<file path="config.mk">
export PLATFORM = sky130hd
export DESIGN_NAME = tdm_cascade_ser
export DESIGN_NICKNAME = d
export VERILOG_FILES = /design/src/rtl/tdm_casc_pkg.sv /design/src/rtl/tdm_frame_timer.sv /design/src/rtl/tdm_local_shifter.sv /design/src/rtl/tdm_cascade_delay.sv /design/src/rtl/tdm_cascade_ser.sv
export SDC_FILE = /design/constraint.sdc
export NUM_CORES = 1
export LEC_CHECK = 0
export BUFFER_PORTS_ARGS = -buffer_cell sky130_fd_sc_hd__buf_2
export CAP_MARGIN = 20
export CORE_MARGIN = 2
export CORE_UTILIZATION = 40
export DETAILED_ROUTE_END_ITERATION = 8
export PLACE_DENSITY = 0.56
export SYNTH_ARGS = -nofsm -noshare
export SYNTH_HDL_FRONTEND = slang
export SYNTH_SLANG_ARGS = --single-unit
</file>
<file path="constraint.sdc">
create_clock -name clk_bit -period 5.3 [get_ports clk_bit]
set_input_delay 0.265 -clock clk_bit [delete_from_list [all_inputs] [get_ports clk_bit]]
set_output_delay 0.265 -clock clk_bit [all_outputs]
set_load 0.01 [all_outputs]
</file>
<file path="src/rtl/tdm_casc_pkg.sv">
package tdm_casc_pkg;

  localparam int SLOT_W   = 32;
  localparam int SUB_BITS = 2 * SLOT_W;
  localparam int MAX_DEV  = 4;

  typedef enum logic [1:0] {
    SEG_LOCAL = 2'd0,
    SEG_CASC  = 2'd1,
    SEG_IDLE  = 2'd2
  } seg_e;

  // keep the top 16, 24 or all bits of a left-aligned word
  function automatic logic [SLOT_W-1:0] pad_word(input logic [SLOT_W-1:0] w,
                                                 input logic [1:0] wl);
    logic [SLOT_W-1:0] keep;
    case (wl)
      2'b00:   keep = {SLOT_W{1'b1}} << (SLOT_W - 16);
      2'b01:   keep = {SLOT_W{1'b1}} << (SLOT_W - 24);
      default: keep = {SLOT_W{1'b1}};
    endcase
    return w & keep;
  endfunction

endpackage

</file>
<file path="src/rtl/tdm_frame_timer.sv">
module tdm_frame_timer
  import tdm_casc_pkg::*;
#(
  parameter int SUBF  = SUB_BITS,
  parameter int NDEV  = MAX_DEV,
  parameter int SEL_W = $clog2(NDEV),
  parameter int CNT_W = $clog2(NDEV * SUBF + 1)
) (
  input  logic             clk,
  input  logic             rst_n,
  input  logic             frame_clk,
  input  logic [SEL_W-1:0] dev_sel,
  output logic             frame_rise,
  output logic [CNT_W-1:0] bit_cnt,
  output seg_e             seg
);

  logic             frame_q;
  logic [CNT_W-1:0] cnt_d;
  logic [CNT_W-1:0] frame_len;

  assign frame_rise = frame_clk & ~frame_q;
  assign frame_len  = CNT_W'(dev_sel) * CNT_W'(SUBF) + CNT_W'(SUBF);

  always_comb begin
    if (frame_rise)
      cnt_d = CNT_W'(1);
    else if (bit_cnt < frame_len)
      cnt_d = bit_cnt + CNT_W'(1);
    else
      cnt_d = bit_cnt;
  end

  always_comb begin
    if (bit_cnt < CNT_W'(SUBF))
      seg = SEG_LOCAL;
    else if (bit_cnt < frame_len)
      seg = SEG_CASC;
    else
      seg = SEG_IDLE;
  end

  always_ff @(posedge clk or negedge rst_n) begin
    if (!rst_n) begin
      frame_q <= 1'b0;
      bit_cnt <= '1;
    end else begin
      frame_q <= frame_clk;
      bit_cnt <= cnt_d;
    end
  end

endmodule

</file>
<file path="src/rtl/tdm_local_shifter.sv">
module tdm_local_shifter
  import tdm_casc_pkg::*;
#(
  parameter int WORD_W = SLOT_W,
  parameter int SH_W   = 2 * WORD_W
) (
  input  logic              clk,
  input  logic              rst_n,
  input  logic              load,
  input  logic              shift_en,
  input  logic [1:0]        wl_sel,
  input  logic [WORD_W-1:0] left_smp,
  input  logic [WORD_W-1:0] right_smp,
  output logic              load_bit,
  output logic              cur_bit
);

  logic [SH_W-1:0] subframe;
  logic [SH_W-1:0] sh_q;
  logic [SH_W-1:0] sh_d;

  assign subframe = {pad_word(left_smp, wl_sel), pad_word(right_smp, wl_sel)};
  assign load_bit = subframe[SH_W-1];
  assign cur_bit  = sh_q[SH_W-1];

  always_comb begin
    if (load)
      sh_d = {subframe[SH_W-2:0], 1'b0};
    else if (shift_en)
      sh_d = {sh_q[SH_W-2:0], 1'b0};
    else
      sh_d = sh_q;
  end

  always_ff @(posedge clk or negedge rst_n) begin
    if (!rst_n)
      sh_q <= '0;
    else
      sh_q <= sh_d;
  end

endmodule

</file>
<file path="src/rtl/tdm_cascade_delay.sv">
module tdm_cascade_delay #(
  parameter int DEPTH = 63
) (
  input  logic clk,
  input  logic rst_n,
  input  logic din,
  output logic dout
);

  logic [DEPTH-1:0] dly_q;
  logic [DEPTH-1:0] dly_d;

  generate
    if (DEPTH == 1) begin : g_one
      assign dly_d = din;
    end else begin : g_many
      assign dly_d = {dly_q[DEPTH-2:0], din};
    end
  endgenerate

  assign dout = dly_q[DEPTH-1];

  always_ff @(posedge clk or negedge rst_n) begin
    if (!rst_n)
      dly_q <= '0;
    else
      dly_q <= dly_d;
  end

endmodule

</file>
<file path="src/rtl/tdm_cascade_ser.sv">
module tdm_cascade_ser
  import tdm_casc_pkg::*;
#(
  parameter int WORD_W = SLOT_W,
  parameter int NDEV   = MAX_DEV,
  parameter int SUBF   = 2 * WORD_W,
  parameter int SEL_W  = $clog2(NDEV),
  parameter int CNT_W  = $clog2(NDEV * SUBF + 1)
) (
  input  logic              clk_bit,
  input  logic              rst_n,
  input  logic              frame_clk,
  input  logic [SEL_W-1:0]  dev_sel,
  input  logic [1:0]        wl_sel,
  input  logic [WORD_W-1:0] left_smp,
  input  logic [WORD_W-1:0] right_smp,
  input  logic              cascade_in,
  output logic              tdm_out
);

  logic             rst_meta;
  logic             rst_s;
  logic             frame_rise;
  logic [CNT_W-1:0] bit_cnt;
  seg_e             seg;
  logic             shift_en;
  logic             load_bit;
  logic             cur_bit;
  logic             casc_bit;
  logic             out_d;

  // asynchronous assert, two-stage synchronous release
  always_ff @(posedge clk_bit or negedge rst_n) begin
    if (!rst_n) begin
      rst_meta <= 1'b0;
      rst_s    <= 1'b0;
    end else begin
      rst_meta <= 1'b1;
      rst_s    <= rst_meta;
    end
  end

  tdm_frame_timer #(.SUBF(SUBF), .NDEV(NDEV), .SEL_W(SEL_W), .CNT_W(CNT_W)) u_timer (
    .clk        (clk_bit),
    .rst_n      (rst_s),
    .frame_clk  (frame_clk),
    .dev_sel    (dev_sel),
    .frame_rise (frame_rise),
    .bit_cnt    (bit_cnt),
    .seg        (seg)
  );

  assign shift_en = !frame_rise && (seg == SEG_LOCAL);

  tdm_local_shifter #(.WORD_W(WORD_W), .SH_W(SUBF)) u_local (
    .clk       (clk_bit),
    .rst_n     (rst_s),
    .load      (frame_rise),
    .shift_en  (shift_en),
    .wl_sel    (wl_sel),
    .left_smp  (left_smp),
    .right_smp (right_smp),
    .load_bit  (load_bit),
    .cur_bit   (cur_bit)
  );

  // one tap short of a subframe: the output register supplies the last stage
  tdm_cascade_delay #(.DEPTH(SUBF - 1)) u_delay (
    .clk   (clk_bit),
    .rst_n (rst_s),
    .din   (cascade_in),
    .dout  (casc_bit)
  );

  always_comb begin
    if (frame_rise)
      out_d = load_bit;
    else begin
      case (seg)
        SEG_LOCAL: out_d = cur_bit;
        SEG_CASC:  out_d = casc_bit;
        default:   out_d = 1'b0;
      endcase
    end
  end

  always_ff @(posedge clk_bit or negedge rst_s) begin
    if (!rst_s)
      tdm_out <= 1'b0;
    else
      tdm_out <= out_d;
  end

endmodule

</file>
Word level (Yosys, flattened, before mapping)
Cells that the tools add are included.
{"block": "totals", "inputBits": 72, "out_inout_bits": 1, "mem_bits_ro": 0, "ramBits": 0, "n_memories": 0, "latchBits": 0, "regBits": 140, "word_cells": 32}
{"block": "op_classes", "n_mul": 0, "n_reduce_logical": 6, "eq_ne": 2, "mux": 9, "order_cmp": 2, "shifts": 0, "div": 0, "n_bitwise": 4, "n_addsub": 2}
{"cell": "$mux W64", "count": 2}
{"cell": "$and A32 B32 Y32", "count": 2}
{"cell": "$pmux W16 S2", "count": 1}
{"cell": "$mux W9", "count": 2}
{"cell": "$add A8 B7 Y9 const B", "count": 1}
{"cell": "$add A9 B1 Y9 const B", "count": 1}
{"cell": "$lt A9 B7 Y1 const B", "count": 1}
{"cell": "$lt A9 B9 Y1", "count": 1}
{"cell": "$eq A2 B1 Y1 const B", "count": 2}
{"cell": "$logic_not A2 Y1", "count": 2}
{"cell": "$mux W2", "count": 2}
{"cell": "$reduce_bool A2 Y1", "count": 2}
{"cell": "$pmux W1 S2", "count": 1}
{"cell": "$and A1 B1 Y1", "count": 1}
{"cell": "$logic_and A1 B1 Y1", "count": 1}
{"cell": "$logic_not A1 Y1", "count": 1}
{"cell": "$mux W1", "count": 1}
{"cell": "$not A1 Y1", "count": 1}

Depth between registers and ports, before layout
Gate-level depths: netlist (run 1).
{"block": "depth", "depth_word": 8, "depth_mapped": 8, "ltp_nobuf": 7}

By module
Synthesis (run 1) repeated with hierarchy kept, for this count alone.
{"block": "unflattened", "hier_cells": 370, "area_unflattened_um2": 5231.3}
{"mod": "tdm_local_shifter", "cells_each": 243, "area_each_um2": 2974.1, "seq_area_each_um2": 1576.5, "instances": 1}
{"mod": "tdm_cascade_delay", "cells_each": 63, "area_each_um2": 1576.5, "seq_area_each_um2": 1576.5, "instances": 1}
{"mod": "tdm_frame_timer", "cells_each": 56, "area_each_um2": 570.5, "seq_area_each_um2": 261.5, "instances": 1}
{"mod": "tdm_cascade_ser", "cells_each": 8, "area_each_um2": 110.1, "seq_area_each_um2": 75.1, "instances": 1}

Worst setup path after synthesis (run 1)
OpenSTA, ideal clock, no wires.
{"block": "synth_timing", "kind": "reg-to-reg", "from": "register u_timer.bit_cnt[8]", "to": "register u_timer.bit_cnt[4]", "required_time_ns": 5.227, "arrival_ns": 1.715, "setup_slack_ns": 3.511, "path_buffers": 1, "synth_period_minus_slack_ns": 1.789, "stages_incl_launch_ff": 7, "setup_ns": 0.073, "cell_sequence": "dfstp_2 > ha_1 > a21oi_2 > nand2_2 > buf_2 > or3_1 > a21oi_1"}
{"block": "synth_between", "elab_chain_cells": 2}
{"item": "start, declared", "line": "tdm_frame_timer.sv:14", "text": "output logic [CNT_W-1:0] bit_cnt,"}
{"item": "start signal, assigned", "line": "tdm_frame_timer.sv:49", "text": "bit_cnt <= cnt_d;"}
{"item": "$lt A9 B9 Y1", "line": "tdm_frame_timer.sv:28", "text": "else if (bit_cnt < frame_len)"}
{"item": "$reduce_bool A2 Y1 (no source line)"}
No other way between the ends.
A chain may end at the register's enable or synchronous reset.

Worst setup path in the final report (run 1)
{"block": "layout_timing", "from": "register u_timer.bit_cnt[8]", "to": "register u_timer.bit_cnt[7]"}
Same word-level chain as after synthesis.

==> summary.md, run 1 <==
| Metric | Value |
|---|---|
| CTS root buffer | `clkbuf_16` |
| Setup tns final | `0 ns` |
| Core area | `12,570 µm²` |
| Largest family of logic cells by synthesized area | `multiplexers` |
| Vias post-DR | `3,217` |
| Fin Clk Skew | `0.006078 ns` |
| CP cell instances | `ha_1 -> a21oi_2 -> nand2_2 -> or4_1 -> a21oi_1` |
| Drt initial violations | `284` |
| VDD IR max | `209.4 µV` |
| PnR worst setup slack | `3.250 ns` |
| Count of input and output buffers | `72` |
| Number of global-route vias before repair | `2,989` |
| Xor/xnor cell area share of the yosys netlist | `0.5118%` |
| H-tree levels | `4` |
| Minimum clock period after layout | `2.050 ns` |
| Crit path capture type | `flop` |
| Post-DR vias/cell | `4.838` |
| Yosys top cell area share | `63.37%` |
| Clock Latency Late Sink | `0.41 ns` |
| Clock power frac | `47.1%` |
| Setup CP Type | `reg -> reg` |
| Cells after Synth | `405` |
| Post-Synth Simple-Gate Area | `7.897%` |
| Fillers | `1,092` |
| I/O Pins | `73` |
| Final WL | `9125 µm` |
| Worst-Margin Slew | `1.089 ns` |
| Tot GR Track Use | `14.47%` |
| # nets final | `556` |
| Gate power share | `6.6%` |
| GRT overflow | `0` |
| Max Root-Sink Buffers | `2` |
| Sequential Power Share | `46.2%` |
| Hold Violations, Final | `0` |
| Netlist cell types | `29` |
| HP Class | `in -> reg` |
| First-pass GRT wire length | `14,750 µm` |
| DRC Markers | `0` |
| Synth Cell Area | `5134 µm²` |
| RSZ-0062 raised after global routing | `false` |
| Startpoint types | `flop` |
| Rows | `41` |
| Reg2reg start | `u_timer.bit_cnt[8]` |
| Hold path start | `left_smp[13]` |
| Pwr/cell area | `420.6 nW/µm²` |
| Max-slew violation count | `0` |
| CTS clk-pin slew, worst paths | `0.06 ns` |
| Top cells by area, synth | `dfrtp_1 63%, mux2i_1 12%, o21ai_1 4.7%, dfstp_2 4.6%, nand2_1 3.8%` |
| Fin crit share | `38.69%` |
| Final setup fails | `0` |
| Synth warn | `0` |
| Total CTS buffers | `17` |
| Inserted Diodes | `0` |
| Max-cap violations | `0` |
| Die H | `117.3 µm` |
| Total leakage power | `3.239 nW` |
| Post-route cell area | `6327 µm²` |
| Postcts setup bufs | `0` |
| Sink Count | `139` |
| Post-Synth Adder-Cell Area | `0.9749%` |
| Fmax | `487.7 MHz` |
| Critical path peak fanout | `12` |
| HPWL Detailed | `5335 µm` |
| DR WL/cell | `13.72 µm` |
| Critical path's slowest cell | `dfstp_2` |
| Cts repair resizes | `0` |
| Worst slew margin | `27.40%` |
| CTS Hold Bufs | `3` |
| #FFs+latches synth | `139` |
| Status | `completed` |
| Share of cells above drive strength 1 | `24.75%` |
| Largest net degree at the start of global routing | `119` |
| Post-synth top area cell | `dfrtp_1` |
| Drt first pass iters | `5` |
| CP required | `5.64 ns` |
| Die area | `13,760 µm²` |
| Post-Place Cell Area | `5632 µm²` |
| Initial antenna violation count | `0` |
| Mux contribution to synthesized area | `12.09%` |
| Crit. Startpoint | `u_timer.bit_cnt[8]` |
| Final Core Density | `50.34%` |
| Seq/Total Area, Yosys | `67.97%` |
| Net Sw Power | `0.0005868 W` |
| Crit path arrival time | `2.39 ns` |
| Synthesis-to-layout area growth | `23.25%` |
| Final GP Congestion | `0.7264` |
| CTS tree | `yes` |
| Die Span X | `117.3 µm` |
| Pre-CTS setup slack | `3.216 ns` |
| Mapped Avg Cell Area | `12.68 µm²` |
| Synth Area in Compound Gates | `8.067%` |
| Internal | `0.002074 W` |
| CP peak stage delay | `0.56 ns` |
| ANT nets after route | `0` |
| Net Sw Frac | `22.05%` |
| Starting Density | `40.85%` |
| Synth Net Count | `481` |
per-stage QoR:
stage	cells	hold slack, ns	total power (W)
finish	665	0.05929	0.002661
global route	665	0.04349	0.002793
CTS	663	0.03854	0.002699
detailed placement	628	0.05116	0.001422
global placement	628	0.04973	0.001416
floorplan	405	-0.03059	0.001350
cells by family (layout without fill, tap and decap cells):
| kind of cell | Yosys count | count (layout) |
|---|---|---|
| compound gates | 79 | 79 |
| other cells | 1 | 1 |
| simple gates | 91 | 91 |
| buf+inv | 26 | 114 |
| fa+ha+maj | 4 | 4 |
| xor+xnor | 3 | 3 |
| mux | 62 | 62 |
| flops | 139 | 139 |
flip-flops by register name, indices dropped and copies added, names as in the netlist:
register,flops
u_delay.dly_q,63
u_local.sh_q,63
u_timer.bit_cnt,9
rst_meta,1
rst_s,1
tdm_out,1
u_timer.frame_q,1
critical path, delay by kind of cell (launching register included):
family,cells,cell delay (ns)
DFF,1,0.56
adders and majority gates,1,0.27
AOI/OAI and AO/OA,2,0.41
and+or+nand+nor,2,0.73
final timing paths:
path,end,slack [ns],depth (start not counted)
max,u_timer.bit_cnt[7],3.25,5
min,u_local.sh_q[46],0.06,3
max reg2reg,u_timer.bit_cnt[7],3.25,5
min reg2reg,u_delay.dly_q[31],0.34,0
max in group asynchronous,u_local.sh_q[5],3.49,1
min in group asynchronous,rst_s,0.16,2
cell usage in the layout, fill, tap and decap left out, types with 2 or more instances in the layout:
master           n
mux2i_1         62
xor2_1           3
buf_2           72
a21oi_1          7
nand4_1          2
dfstp_2          9
dlygate4sd3_1    3
buf_4            4
o21ai_0         19
o31ai_1          2
nand2_1         52
ha_1             4
clkinvlp_4       4
nand3_1         22
clkbuf_1         2
dfrtp_1        129
inv_1            2
clkbuf_8         3
or3_1            3
nor2_1           4
o21ai_1         48
clkbuf_16       17
or4_1            2
bufinv_16        4
cell usage after synthesis (all sizes together):
cell / number
and4: 1
or3: 3
nor2: 4
and2: 1
dfrtp: 130
clkbuf: 13
or4: 2
inv: 2
ha: 4
dfstp: 9
o21ai: 67
o21a: 1
nor3: 1
conb: 1
buf: 11
nand3: 22
a21oi: 8
xor2: 3
nor2b: 1
mux2i: 62
nand2: 53
nand2b: 1
nand4: 2
o211ai: 1
o31ai: 2
final cells by class:
cell class                 count  area (µm²)  area share (%)
timing repair buffer          80       440.4           6.961
sequential                   139        3493           55.21
clock inverter                10       163.9           2.590
multi-input combinational    240        1533           24.22
inverter                       2       7.507          0.1186
clock buffer                  22       474.2           7.495
tap                          172       215.2           3.401
layer usage:
metal  vias up  GRT usage [%]  share of wire [%]
met5         -              0                  0
met2        71          19.92                 46
met3        12          5.561                4.8
li1       1547              -                  -
met4         0          6.353                1.2
met1      1587          20.38                 48
power groups by stage:
stage               clock network [W]  logic, W  registers, W
global route                  0.00134  0.000204       0.00124
detailed placement                  0  0.000174       0.00125
floorplan                           0  0.000115       0.00124
global placement                    0  0.000170       0.00125
CTS                           0.00129  0.000179       0.00123
finish                        0.00125  0.000176       0.00123
Power figures use the tool's default switching activity.
==> run 2, diff against run 1 <==
--- a/config.mk
+++ b/config.mk
@@ -10,7 +10,7 @@
 export CORE_MARGIN = 2
 export CORE_UTILIZATION = 40
 export DETAILED_ROUTE_END_ITERATION = 8
-export PLACE_DENSITY = 0.56
+export PLACE_DENSITY = 0.58
 export SYNTH_ARGS = -nofsm -noshare
 export SYNTH_HDL_FRONTEND = slang
 export SYNTH_SLANG_ARGS = --single-unit
==> constraint.sdc (replaced) <==
create_clock -name clk_bit -period 1.8 [get_ports clk_bit]
set_input_delay 0.09 -clock clk_bit [delete_from_list [all_inputs] [get_ports clk_bit]]
set_output_delay 0.09 -clock clk_bit [all_outputs]
set_load 0.01 [all_outputs]
==> summary.md, run 2 (same netlist as run 1, synthesis figures left out) <==
| Metric | Value |
|---|---|
| Clock Latency Late Sink | `0.41 ns` |
| Max-slew violation count | `0` |
| CTS clk-pin slew, worst paths | `0.06 ns` |
| First-pass GRT wire length | `16,190 µm` |
| Fin cells | `739` |
| Most common cell after layout, fill and taps aside | `dfrtp_1` |
| # nets final | `630` |
| Final GP Congestion | `0.7510` |
| Die H | `117.3 µm` |
| Drt first pass iters | `4` |
| Setup CP Type | `reg -> reg` |
| Synthesis-to-layout area growth | `39.14%` |
| Crit path capture type | `flop` |
| Rows | `41` |
| Total leakage power | `3.594 nW` |
| Largest regs | `u_delay.dly_q (63), u_local.sh_q (63), u_timer.bit_cnt (9)` |
| Net Sw Power | `0.001796 W` |
| Met2 usage in global routing | `22.84%` |
| Final setup fails | `0` |
| Initial antenna violation count | `0` |
| Number of global-route vias before repair | `3,386` |
| Tot GR Track Use | `15.48%` |
| HP Class | `in -> reg` |
| Post-DR vias/cell | `4.674` |
| Largest net degree at the start of global routing | `76` |
| Grt met1 use | `21.68%` |
| CTS root buffer | `clkbuf_16` |
| Fmax | `570.3 MHz` |
| Post-Place Cell Area | `5754 µm²` |
| Crit path arrival time | `2.10 ns` |
| Minimum clock period after layout | `1.753 ns` |
| Final WL | `10,120 µm` |
| DRC Markers | `0` |
| Share of cells above drive strength 1 | `24.69%` |
| DR WL/cell | `13.69 µm` |
| Gate power share | `8.4%` |
| H-tree levels | `4` |
| Fin Clk Skew | `0.009966 ns` |
| Hold Violations, Final | `0` |
| Max Root-Sink Buffers | `2` |
| Vias post-DR | `3,454` |
| Tot Pwr | `0.007951 W` |
| Clock power frac | `46.2%` |
| Final Core Density | `56.83%` |
| Internal | `0.006155 W` |
| GRT overflow | `0` |
| CP required | `2.14 ns` |
| CTS tree | `yes` |
| Sequential Power Share | `45.4%` |
| Dpl cells | `636` |
| Core area | `12,570 µm²` |
| Die area | `13,760 µm²` |
| Pwr/cell area | `1113 nW/µm²` |
| VDD IR max | `741.8 µV` |
| Most frequent cells in the layout | `129 x dfrtp_1, 72 x buf_2, 68 x dlygate4sd3_1` |
| Fin crit share | `97.41%` |
| Net Sw Frac | `22.59%` |
| Busiest grt layer | `met2` |
| Inserted Diodes | `0` |
| Fin Hold WS | `0.09469 ns` |
| Status | `completed` |
| Max-cap violations | `0` |
| Post-route cell area | `7143 µm²` |
| Startpoint types | `flop` |
| Met3 Use GR | `5.510%` |
| HPWL Detailed | `5786 µm` |
| Die Span X | `117.3 µm` |
| Count of input and output buffers | `72` |
| Total CTS buffers | `17` |
| Sink Count | `139` |
| Critical path peak fanout | `4` |
| ANT nets after route | `0` |
| I/O Pins | `73` |
| Starting Density | `40.85%` |
| Drt initial violations | `241` |
-- run 2: power groups by stage --
stage | sequential (W) | combinational, W | clock (W)
after floorplan | 0.00364 | 0.000337 | 0
after global placement | 0.00365 | 0.000535 | 0
after detailed placement | 0.00366 | 0.000552 | 0
after CTS | 0.00361 | 0.000672 | 0.00377
after global routing | 0.00364 | 0.000754 | 0.00392
final | 0.00361 | 0.000669 | 0.00367
-- run 2: area by class of cell --
class	instances	area, µm²
well taps	172	215.2
clock inverters	14	193.9
inverters	2	7.507
repair buffers	154	1217
fillers	1023	5425
clock buffers	18	439.2
multi-input cells	240	1577
flip-flops and latches	139	3493
-- run 2: final timing paths --
check                                    from                  to  slack [ns]  cells after the start
max                        u_timer.bit_cnt[8]  u_timer.bit_cnt[7]        0.05                      5
min                                 wl_sel[1]    u_local.sh_q[35]        0.09                      3
max reg2reg                u_timer.bit_cnt[8]  u_timer.bit_cnt[7]        0.05                      5
min reg2reg                             rst_s    u_local.sh_q[55]        0.29                      0
max in group asynchronous               rst_s  u_timer.bit_cnt[0]        0.84                      1
min in group asynchronous               rst_s    u_local.sh_q[55]        0.29                      0
-- run 2: per-layer routing --
layer / wire (µm) / part of all wire (%)
met2: 4601 / 45
met5: 0 / 0
met4: 105 / 1.0
met3: 418 / 4.1
met1: 4990 / 49
-- run 2: critical path: stages (launching register included) --
cell     delay [ns]
dfstp_2        0.55
ha_4           0.22
a21oi_4        0.15
nand2_2        0.10
or4_4          0.52
a21oi_2        0.14
-- run 2: per-stage QoR --
step / setup WS, ns / setup TNS, ns
CTS: 0.009163 / 0
floorplan: 0.01138 / 0
global placement: 0.02005 / 0
global route: -0.004254 / -0.005811
finish: 0.04653 / 0
detailed placement: -0.05106 / -0.1389
-- run 2: timing repair --
action	CTS	global route
pin swaps	1	2
hold buffers	68	0
setup buffers	2	1
hold endpoints to repair	68	0
endpoints found under the setup margin	4	5
resized for setup	0	10
